===== src/rtl/oled_seq_pkg.sv =====
package oled_seq_pkg;
  localparam int IDX_W    = 5;
  localparam int INIT_LEN = 25;

  typedef enum logic [1:0] {
    OP_BLANK    = 2'd0,
    OP_UNBLANK  = 2'd1,
    OP_CONTRAST = 2'd2,
    OP_WINDOW   = 2'd3
  } op_e;

  // location of each request burst in the command table
  function automatic logic [IDX_W-1:0] op_first(op_e op);
    case (op)
      OP_BLANK:    op_first = 5'd25;
      OP_UNBLANK:  op_first = 5'd26;
      OP_CONTRAST: op_first = 5'd27;
      default:     op_first = 5'd29;
    endcase
  endfunction

  function automatic logic [IDX_W-1:0] op_last(op_e op);
    case (op)
      OP_BLANK:    op_last = 5'd25;
      OP_UNBLANK:  op_last = 5'd26;
      OP_CONTRAST: op_last = 5'd28;
      default:     op_last = 5'd31;
    endcase
  endfunction
endpackage


===== src/rtl/oled_cmd_rom.sv =====
module oled_cmd_rom
  import oled_seq_pkg::*;
(
  input  logic [IDX_W-1:0] idx,
  input  logic             tall,
  input  logic [7:0]       arg,
  output logic [7:0]       cmd
);
  always_comb begin
    case (idx)
      5'd0:  cmd = 8'hAE;
      5'd1:  cmd = 8'hD5;
      5'd2:  cmd = 8'h80;
      5'd3:  cmd = 8'hA8;
      5'd4:  cmd = tall ? 8'h3F : 8'h1F;
      5'd5:  cmd = 8'hD3;
      5'd6:  cmd = 8'h00;
      5'd7:  cmd = 8'h40;
      5'd8:  cmd = 8'h8D;
      5'd9:  cmd = 8'h14;
      5'd10: cmd = 8'h20;
      5'd11: cmd = 8'h01;
      5'd12: cmd = 8'hA1;
      5'd13: cmd = 8'hC8;
      5'd14: cmd = 8'hDA;
      5'd15: cmd = tall ? 8'h12 : 8'h02;
      5'd16: cmd = 8'hD9;
      5'd17: cmd = 8'hF1;
      5'd18: cmd = 8'hDB;
      5'd19: cmd = 8'h40;
      5'd20: cmd = 8'hA4;
      5'd21: cmd = 8'hA6;
      5'd22: cmd = 8'hAF;
      5'd23: cmd = 8'h81;
      5'd24: cmd = tall ? 8'hCF : 8'h8F;
      5'd25: cmd = 8'hAE;
      5'd26: cmd = 8'hAF;
      5'd27: cmd = 8'h81;
      5'd28: cmd = arg;
      5'd29: cmd = 8'h00;
      5'd30: cmd = 8'h10;
      default: cmd = 8'h40;
    endcase
  end
endmodule


===== src/rtl/oled_spi_tx.sv =====
module oled_spi_tx #(
  parameter int SCLK_HALF = 4,
  parameter int CS_GAP    = 2
) (
  input  logic       clk,
  input  logic       rst_n,
  input  logic       start,
  input  logic [7:0] data,
  output logic       tx_ready,
  output logic       tx_done,
  output logic       cs_n,
  output logic       sclk,
  output logic       mosi
);
  localparam int MAXC = (SCLK_HALF > CS_GAP) ? SCLK_HALF : CS_GAP;
  localparam int CW   = $clog2(MAXC + 1);

  typedef enum logic [1:0] {S_IDLE, S_LOW, S_HIGH, S_GAP} st_e;

  st_e         st_q;
  logic [CW-1:0] cnt_q;
  logic [2:0]  bit_q;
  logic [7:0]  sh_q;
  logic        cs_n_q, sclk_q;

  assign tx_ready = (st_q == S_IDLE);
  assign tx_done  = (st_q == S_GAP) && (cnt_q == CW'(CS_GAP - 1));
  assign cs_n     = cs_n_q;
  assign sclk     = sclk_q;
  assign mosi     = sh_q[7];

  always_ff @(posedge clk) begin
    if (!rst_n) begin
      st_q   <= S_IDLE;
      cnt_q  <= '0;
      bit_q  <= '0;
      sh_q   <= '0;
      cs_n_q <= 1'b1;
      sclk_q <= 1'b0;
    end else begin
      case (st_q)
        S_IDLE: if (start) begin
          sh_q   <= data;
          cs_n_q <= 1'b0;
          bit_q  <= '0;
          cnt_q  <= '0;
          st_q   <= S_LOW;
        end
        S_LOW: begin
          if (cnt_q == CW'(SCLK_HALF - 1)) begin
            sclk_q <= 1'b1;
            cnt_q  <= '0;
            st_q   <= S_HIGH;
          end else cnt_q <= cnt_q + 1'b1;
        end
        S_HIGH: begin
          if (cnt_q == CW'(SCLK_HALF - 1)) begin
            sclk_q <= 1'b0;
            cnt_q  <= '0;
            if (bit_q == 3'd7) begin
              cs_n_q <= 1'b1;
              st_q   <= S_GAP;
            end else begin
              sh_q  <= {sh_q[6:0], 1'b0};
              bit_q <= bit_q + 1'b1;
              st_q  <= S_LOW;
            end
          end else cnt_q <= cnt_q + 1'b1;
        end
        default: begin
          if (cnt_q == CW'(CS_GAP - 1)) begin
            cnt_q <= '0;
            st_q  <= S_IDLE;
          end else cnt_q <= cnt_q + 1'b1;
        end
      endcase
    end
  end


  sclk_idle_chk: assert property (@(posedge clk) disable iff (!rst_n)
    cs_n_q |-> !sclk_q);

  mosi_hold_chk: assert property (@(posedge clk) disable iff (!rst_n)
    (sclk_q && $past(sclk_q)) |-> $stable(sh_q[7]));

  start_idle_chk: assert property (@(posedge clk) disable iff (!rst_n)
    start |-> tx_ready);
endmodule


===== src/rtl/oled_seq_ctrl.sv =====
module oled_seq_ctrl
  import oled_seq_pkg::*;
#(
  parameter int RST_CYCLES    = 1000,
  parameter int SETTLE_CYCLES = 1000
) (
  input  logic             clk,
  input  logic             rst_n,
  input  logic             init_req,
  input  logic             tall_panel,
  input  logic             req_valid,
  input  logic [1:0]       req_op,
  input  logic [7:0]       req_arg,
  output logic             req_ready,
  output logic             busy,
  output logic             done,
  output logic             panel_rst_n,
  output logic [IDX_W-1:0] idx,
  output logic             tall,
  output logic [7:0]       arg,
  output logic             tx_start,
  input  logic             tx_ready,
  input  logic             tx_done
);
  localparam int MAXC = (RST_CYCLES > SETTLE_CYCLES) ? RST_CYCLES : SETTLE_CYCLES;
  localparam int CW   = $clog2(MAXC + 1);

  typedef enum logic [2:0] {C_IDLE, C_RST, C_SETTLE, C_SEND, C_WAIT} cst_e;

  cst_e             st_q;
  logic [CW-1:0]    cnt_q;
  logic [IDX_W-1:0] idx_q, last_q;
  logic             tall_q, done_q;
  logic [7:0]       arg_q;
  op_e              op;

  assign op          = op_e'(req_op);
  assign req_ready   = (st_q == C_IDLE) && !init_req;
  assign busy        = (st_q != C_IDLE);
  assign done        = done_q;
  assign panel_rst_n = (st_q != C_RST);
  assign idx         = idx_q;
  assign tall        = tall_q;
  assign arg         = arg_q;
  assign tx_start    = (st_q == C_SEND) && tx_ready;

  always_ff @(posedge clk) begin
    if (!rst_n) begin
      st_q   <= C_IDLE;
      cnt_q  <= '0;
      idx_q  <= '0;
      last_q <= '0;
      tall_q <= 1'b1;
      arg_q  <= '0;
      done_q <= 1'b0;
    end else begin
      done_q <= 1'b0;
      case (st_q)
        C_IDLE: begin
          if (init_req) begin
            tall_q <= tall_panel;
            idx_q  <= '0;
            last_q <= IDX_W'(INIT_LEN - 1);
            cnt_q  <= '0;
            st_q   <= C_RST;
          end else if (req_valid) begin
            arg_q  <= req_arg;
            idx_q  <= op_first(op);
            last_q <= op_last(op);
            st_q   <= C_SEND;
          end
        end
        C_RST: begin
          if (cnt_q == CW'(RST_CYCLES - 1)) begin
            cnt_q <= '0;
            st_q  <= C_SETTLE;
          end else cnt_q <= cnt_q + 1'b1;
        end
        C_SETTLE: begin
          if (cnt_q == CW'(SETTLE_CYCLES - 1)) begin
            cnt_q <= '0;
            st_q  <= C_SEND;
          end else cnt_q <= cnt_q + 1'b1;
        end
        C_SEND: if (tx_ready) st_q <= C_WAIT;
        default: begin
          if (tx_done) begin
            if (idx_q == last_q) begin
              st_q   <= C_IDLE;
              done_q <= 1'b1;
            end else begin
              idx_q <= idx_q + 1'b1;
              st_q  <= C_SEND;
            end
          end
        end
      endcase
    end
  end


  busy_not_ready_chk: assert property (@(posedge clk) disable iff (!rst_n)
    busy |-> !req_ready);

  busy_cause_chk: assert property (@(posedge clk) disable iff (!rst_n)
    $rose(busy) |-> $past(init_req || req_valid));

  done_end_chk: assert property (@(posedge clk) disable iff (!rst_n)
    $fell(busy) |-> done);

  no_send_in_reset_chk: assert property (@(posedge clk) disable iff (!rst_n)
    !panel_rst_n |-> !tx_start);
endmodule


===== src/rtl/oled_cmd_seq.sv =====
module oled_cmd_seq
  import oled_seq_pkg::*;
#(
  parameter int SCLK_HALF     = 4,
  parameter int CS_GAP        = 2,
  parameter int RST_CYCLES    = 1000,
  parameter int SETTLE_CYCLES = 1000
) (
  input  logic       clk,
  input  logic       rst_n,
  input  logic       init_req,
  input  logic       tall_panel,
  input  logic       req_valid,
  output logic       req_ready,
  input  logic [1:0] req_op,
  input  logic [7:0] req_arg,
  output logic       busy,
  output logic       done,
  output logic       panel_rst_n,
  output logic       spi_cs_n,
  output logic       spi_sclk,
  output logic       spi_mosi,
  output logic       spi_dc
);
  logic [IDX_W-1:0] idx;
  logic             tall, tx_start, tx_ready, tx_done;
  logic [7:0]       arg, cmd;

  oled_seq_ctrl #(.RST_CYCLES(RST_CYCLES), .SETTLE_CYCLES(SETTLE_CYCLES)) u_ctrl (
    .clk, .rst_n, .init_req, .tall_panel, .req_valid, .req_op, .req_arg,
    .req_ready, .busy, .done, .panel_rst_n, .idx, .tall, .arg,
    .tx_start, .tx_ready, .tx_done
  );

  oled_cmd_rom u_rom (.idx, .tall, .arg, .cmd);

  oled_spi_tx #(.SCLK_HALF(SCLK_HALF), .CS_GAP(CS_GAP)) u_tx (
    .clk, .rst_n, .start(tx_start), .data(cmd), .tx_ready, .tx_done,
    .cs_n(spi_cs_n), .sclk(spi_sclk), .mosi(spi_mosi)
  );

  // commands only: select line stays low throughout
  assign spi_dc = 1'b0;


  dc_cmd_chk: assert property (@(posedge clk) disable iff (!rst_n)
    !spi_cs_n |-> !spi_dc);

  done_cs_high_chk: assert property (@(posedge clk) disable iff (!rst_n)
    done |-> (spi_cs_n && !busy));
endmodule


===== config.mk =====
export PLATFORM = sky130hd
export DESIGN_NAME = oled_cmd_seq
export DESIGN_NICKNAME = d
export VERILOG_FILES = /design/src/rtl/oled_seq_pkg.sv /design/src/rtl/oled_cmd_rom.sv /design/src/rtl/oled_spi_tx.sv /design/src/rtl/oled_seq_ctrl.sv /design/src/rtl/oled_cmd_seq.sv
export SDC_FILE = /design/constraint.sdc
export NUM_CORES = 1
export LEC_CHECK = 0
export CORE_UTILIZATION = 53
export DETAILED_ROUTE_END_ITERATION = 16
export DONT_BUFFER_PORTS = 1
export HOLD_SLACK_MARGIN = 0.06
export PLACE_DENSITY = 0.67
export SLEW_MARGIN = 20
export SYNTH_ARGS = -nofsm -noshare
export SYNTH_HDL_FRONTEND = slang
export SYNTH_HIERARCHICAL = 1
export SYNTH_SLANG_ARGS = --single-unit

===== constraint.sdc =====
create_clock -name clk -period 2.85 [get_ports clk]
set_clock_uncertainty 0.2 [all_clocks]
set_input_delay 0 -clock clk [delete_from_list [all_inputs] [get_ports clk]]
set_output_delay 0 -clock clk [all_outputs]
set_load 0.1 [all_outputs]

==> results.cfg <==
[worst_setup_path]
criticalPathCategory = flop to flop
critPathLaunchType = flop
cp_cell_sequence = nor3_4 > inv_6 > nor2_8 > and2_1 > nand2_1 > dlygate4sd3_1 > a21oi_1
worst_ep_arrival_time_ns = 2.56
path_max_fanout = 10
worstSetupEndpointType = flop
cp_slowest_stage_delay_ns = 0.58
slowest_stage = dlygate4sd3_1
required_ns = 2.87

[detailed_routing]
wirelength_um = 6670
vias = 2721
avgViaCountPerCell = 5.76
remaining_drc_errors = 0
drt_pass1_iterations = 4
wl_per_cell_um = 14.1
drt_iter0_drc = 243
ant_nets = 0

[power]
power_leakage_nw = 1.36
power.net_switching_mw = 1.42
intPower_mw = 1.61
seqPwrFrac = 0.330
switching_share = 0.469
p_clk_frac = 0.134
combPwrFrac = 0.536
total_power_mw = 3.03
power.density_nw_per_um2 = 871
ir_drop_v = 0.000685

[logic_synthesis]
synth_warnings = 6
synth_most_common_cell = dfxtp_1
synthAdderAreaFrac = 0.0617
synthTopCellsByArea = dfxtp_1 31%, ha_1 6.2%, nand2_1 5.1%
synthTopCellsByCount = 50 x dfxtp_1, 44 x nand2_1, 30 x a21oi_1
yosysTopAreaCell = dfxtp_1
synth-compound-area-share = 0.232
synth_edf_count = 0
ys_ff_latch = 50
yosysSeqAreaShare = 0.308
synthCells = 387
synth_top_family_by_area = simple AND/OR/NAND/NOR gates
async_flop_share = 0
synth_xor_area_frac = 0.0405
yosys.area_share.simple = 0.237
synth.net_count = 418
yosys.area.top_type_share = 0.308
synthFlopType = dfxtp_1
muxShareOfSynthArea = 0.0405
synth_cell_types = 72
syn_avg_cell_area_sq_um = 8.39
synthesis.area_sq_um = 3250

[sta]
period_share = 0.890
hold_ws_ns = 0.182
fin_tns_setup_ns = 0
rsz0062_at_grt = no
maxSlewHeadroom = 0.373
post-route-min-period_ns = 2.54
max_freq_mhz = 394
maxSlewViolCount = 0
timing.final.ws_setup_ns = 0.312
worst_pin_slew_ns = 0.938
setup_viol = 0
hold_violations = 0

[layout]
antennaDiodeCount = 0
n_fill_cell = 555
final_net_count = 427
area_growth_pct = 7.24
fin_cells = 472
postLayoutCoreUtil = 0.588
final_cell_area_sq_um = 3480
drive_above_1_share = 0.0982

[flow_run]
cap_violations = 0

[min_path]
hold_class = input pin to flop

[clock_tree]
cts_buffer_depth = 2
root_buffer = clkbuf_8
htreeDepth = 2
clock_sinks = 50
clk-insertion-delay-late_ns = 0.30
numCtsBuffers = 5
tritoncts = done
ctsResizeCount = 0
clk_pin_slew_worst_paths_ns = 0.09

[grt]
grt_use_total = 0.225
grt_pass1_vias = 2540
grt-ovfl-total = 0
antenna_found_initial = 0
grt_pass1_wl_um = 11500
grt_max_degree = 28

[floorplan]
num_rows = 28
initial_core_util = 0.548
die_h_um = 80.3
core_area_sq_um = 5920
dieArea_sq_um = 6440
ios = 23
die-width_um = 80.3

[placement]
io_buffer_count = 0
place_hpwl_um = 4700
place_area_sq_um = 3220
gp_congestion = 0.813
dp_slack_ns = 0.546
placed_cells = 446

[run_status]
status = complete, no violations
-- cells in the final DEF (no fill, tap or decap), drive strengths merged, types with 3 or more instances in the layout --
master       count
inv             16
xor2             7
mux2i           12
o211a            7
nor2            30
a22oi            6
dlygate4sd3     17
o31ai            3
a211o            3
nor3b            3
a21boi           3
nand2           45
a21oi           30
o21ai           24
and3             5
or3              3
dfxtp           50
a211oi           4
nand3           13
and2             7
nor2b            8
nor3             9
xnor2            8
ha              16
o221ai           3
nand4            5
buf             10
clkbuf           6
nand2b           7
-- state kept, by name, summed over array words and instances, names as in the netlist --
signal,cells
u_ctrl/cnt_q,10
u_ctrl/arg,8
u_tx/sh_q,8
u_ctrl/idx,5
u_ctrl/last_q,4
u_ctrl/st_q,3
u_tx/bit_q,3
u_tx/cnt_q,3
u_tx/st_q,2
u_ctrl/done,1
u_ctrl/tall,1
u_tx/cs_n,1
u_tx/sclk,1
-- layout make-up --
| cell class | count | area [sq um] | area share |
|---|---|---|---|
| clock inverters | 2 | 13.8 | 0.00395 |
| clock buffers | 6 | 72.6 | 0.0208 |
| repair buffers | 27 | 245 | 0.0704 |
| well taps | 75 | 93.8 | 0.0269 |
| multi-input cells | 296 | 1990 | 0.572 |
| inverters | 16 | 65.1 | 0.0187 |
| flip-flops and latches | 50 | 1000 | 0.287 |
-- per-layer routing --
layer,global-route usage,wire length [um]
met1,0.302,3240
met2,0.376,3090
met3,0.0375,291
met4,0.0536,49
met5,0,0
-- worst max-delay path, delay by kind of cell (launching register included) --
family / cells / cell delay, ns
AO/OA/AOI/OAI: 1 / 0.12
AND/OR/NAND/NOR: 4 / 0.97
buffers and inverters: 2 / 0.77
flip-flops: 1 / 0.41
-- worst paths after layout --
path / startpoint / cells after the start / endpoint / slack [ns]
worst max-delay path: u_ctrl/st_q[1] / 7 / u_ctrl/arg[7] / 0.31
worst max register to register: u_ctrl/st_q[1] / 7 / u_ctrl/arg[7] / 0.31
worst min register to register: u_ctrl/arg[4] / 2 / u_ctrl/arg[4] / 0.26
worst min-delay path: tall_panel / 3 / u_ctrl/tall / 0.18
-- cells by family (layout without fill, tap and decap cells) --
| group | Yosys count | after routing |
|---|---|---|
| fa+ha+maj | 16 | 16 |
| simple gates | 145 | 145 |
| other cells | 1 | 1 |
| xor+xnor | 15 | 15 |
| mux | 13 | 13 |
| compound gates | 106 | 106 |
| buf+inv | 41 | 51 |
| flops | 50 | 50 |
-- power by group through the flow --
stage	Combinational, mW	Sequential (mW)	Clock, mW
6_report	1.62	1.00	0.407
5_1_grt	1.78	1.03	0.448
4_1_cts	1.60	0.999	0.427
3_5_place_dp	1.56	1.02	0
3_3_place_gp	1.54	1.01	0
2_1_floorplan	1.37	1.03	0
-- what timing repair did --
item,CTS,global route
hold buffers,17,0
endpoints found under the hold margin,50,0
setup endpoints to repair,0,2
setup buffers,0,1
No activity file was read; power rests on OpenSTA's default activity.
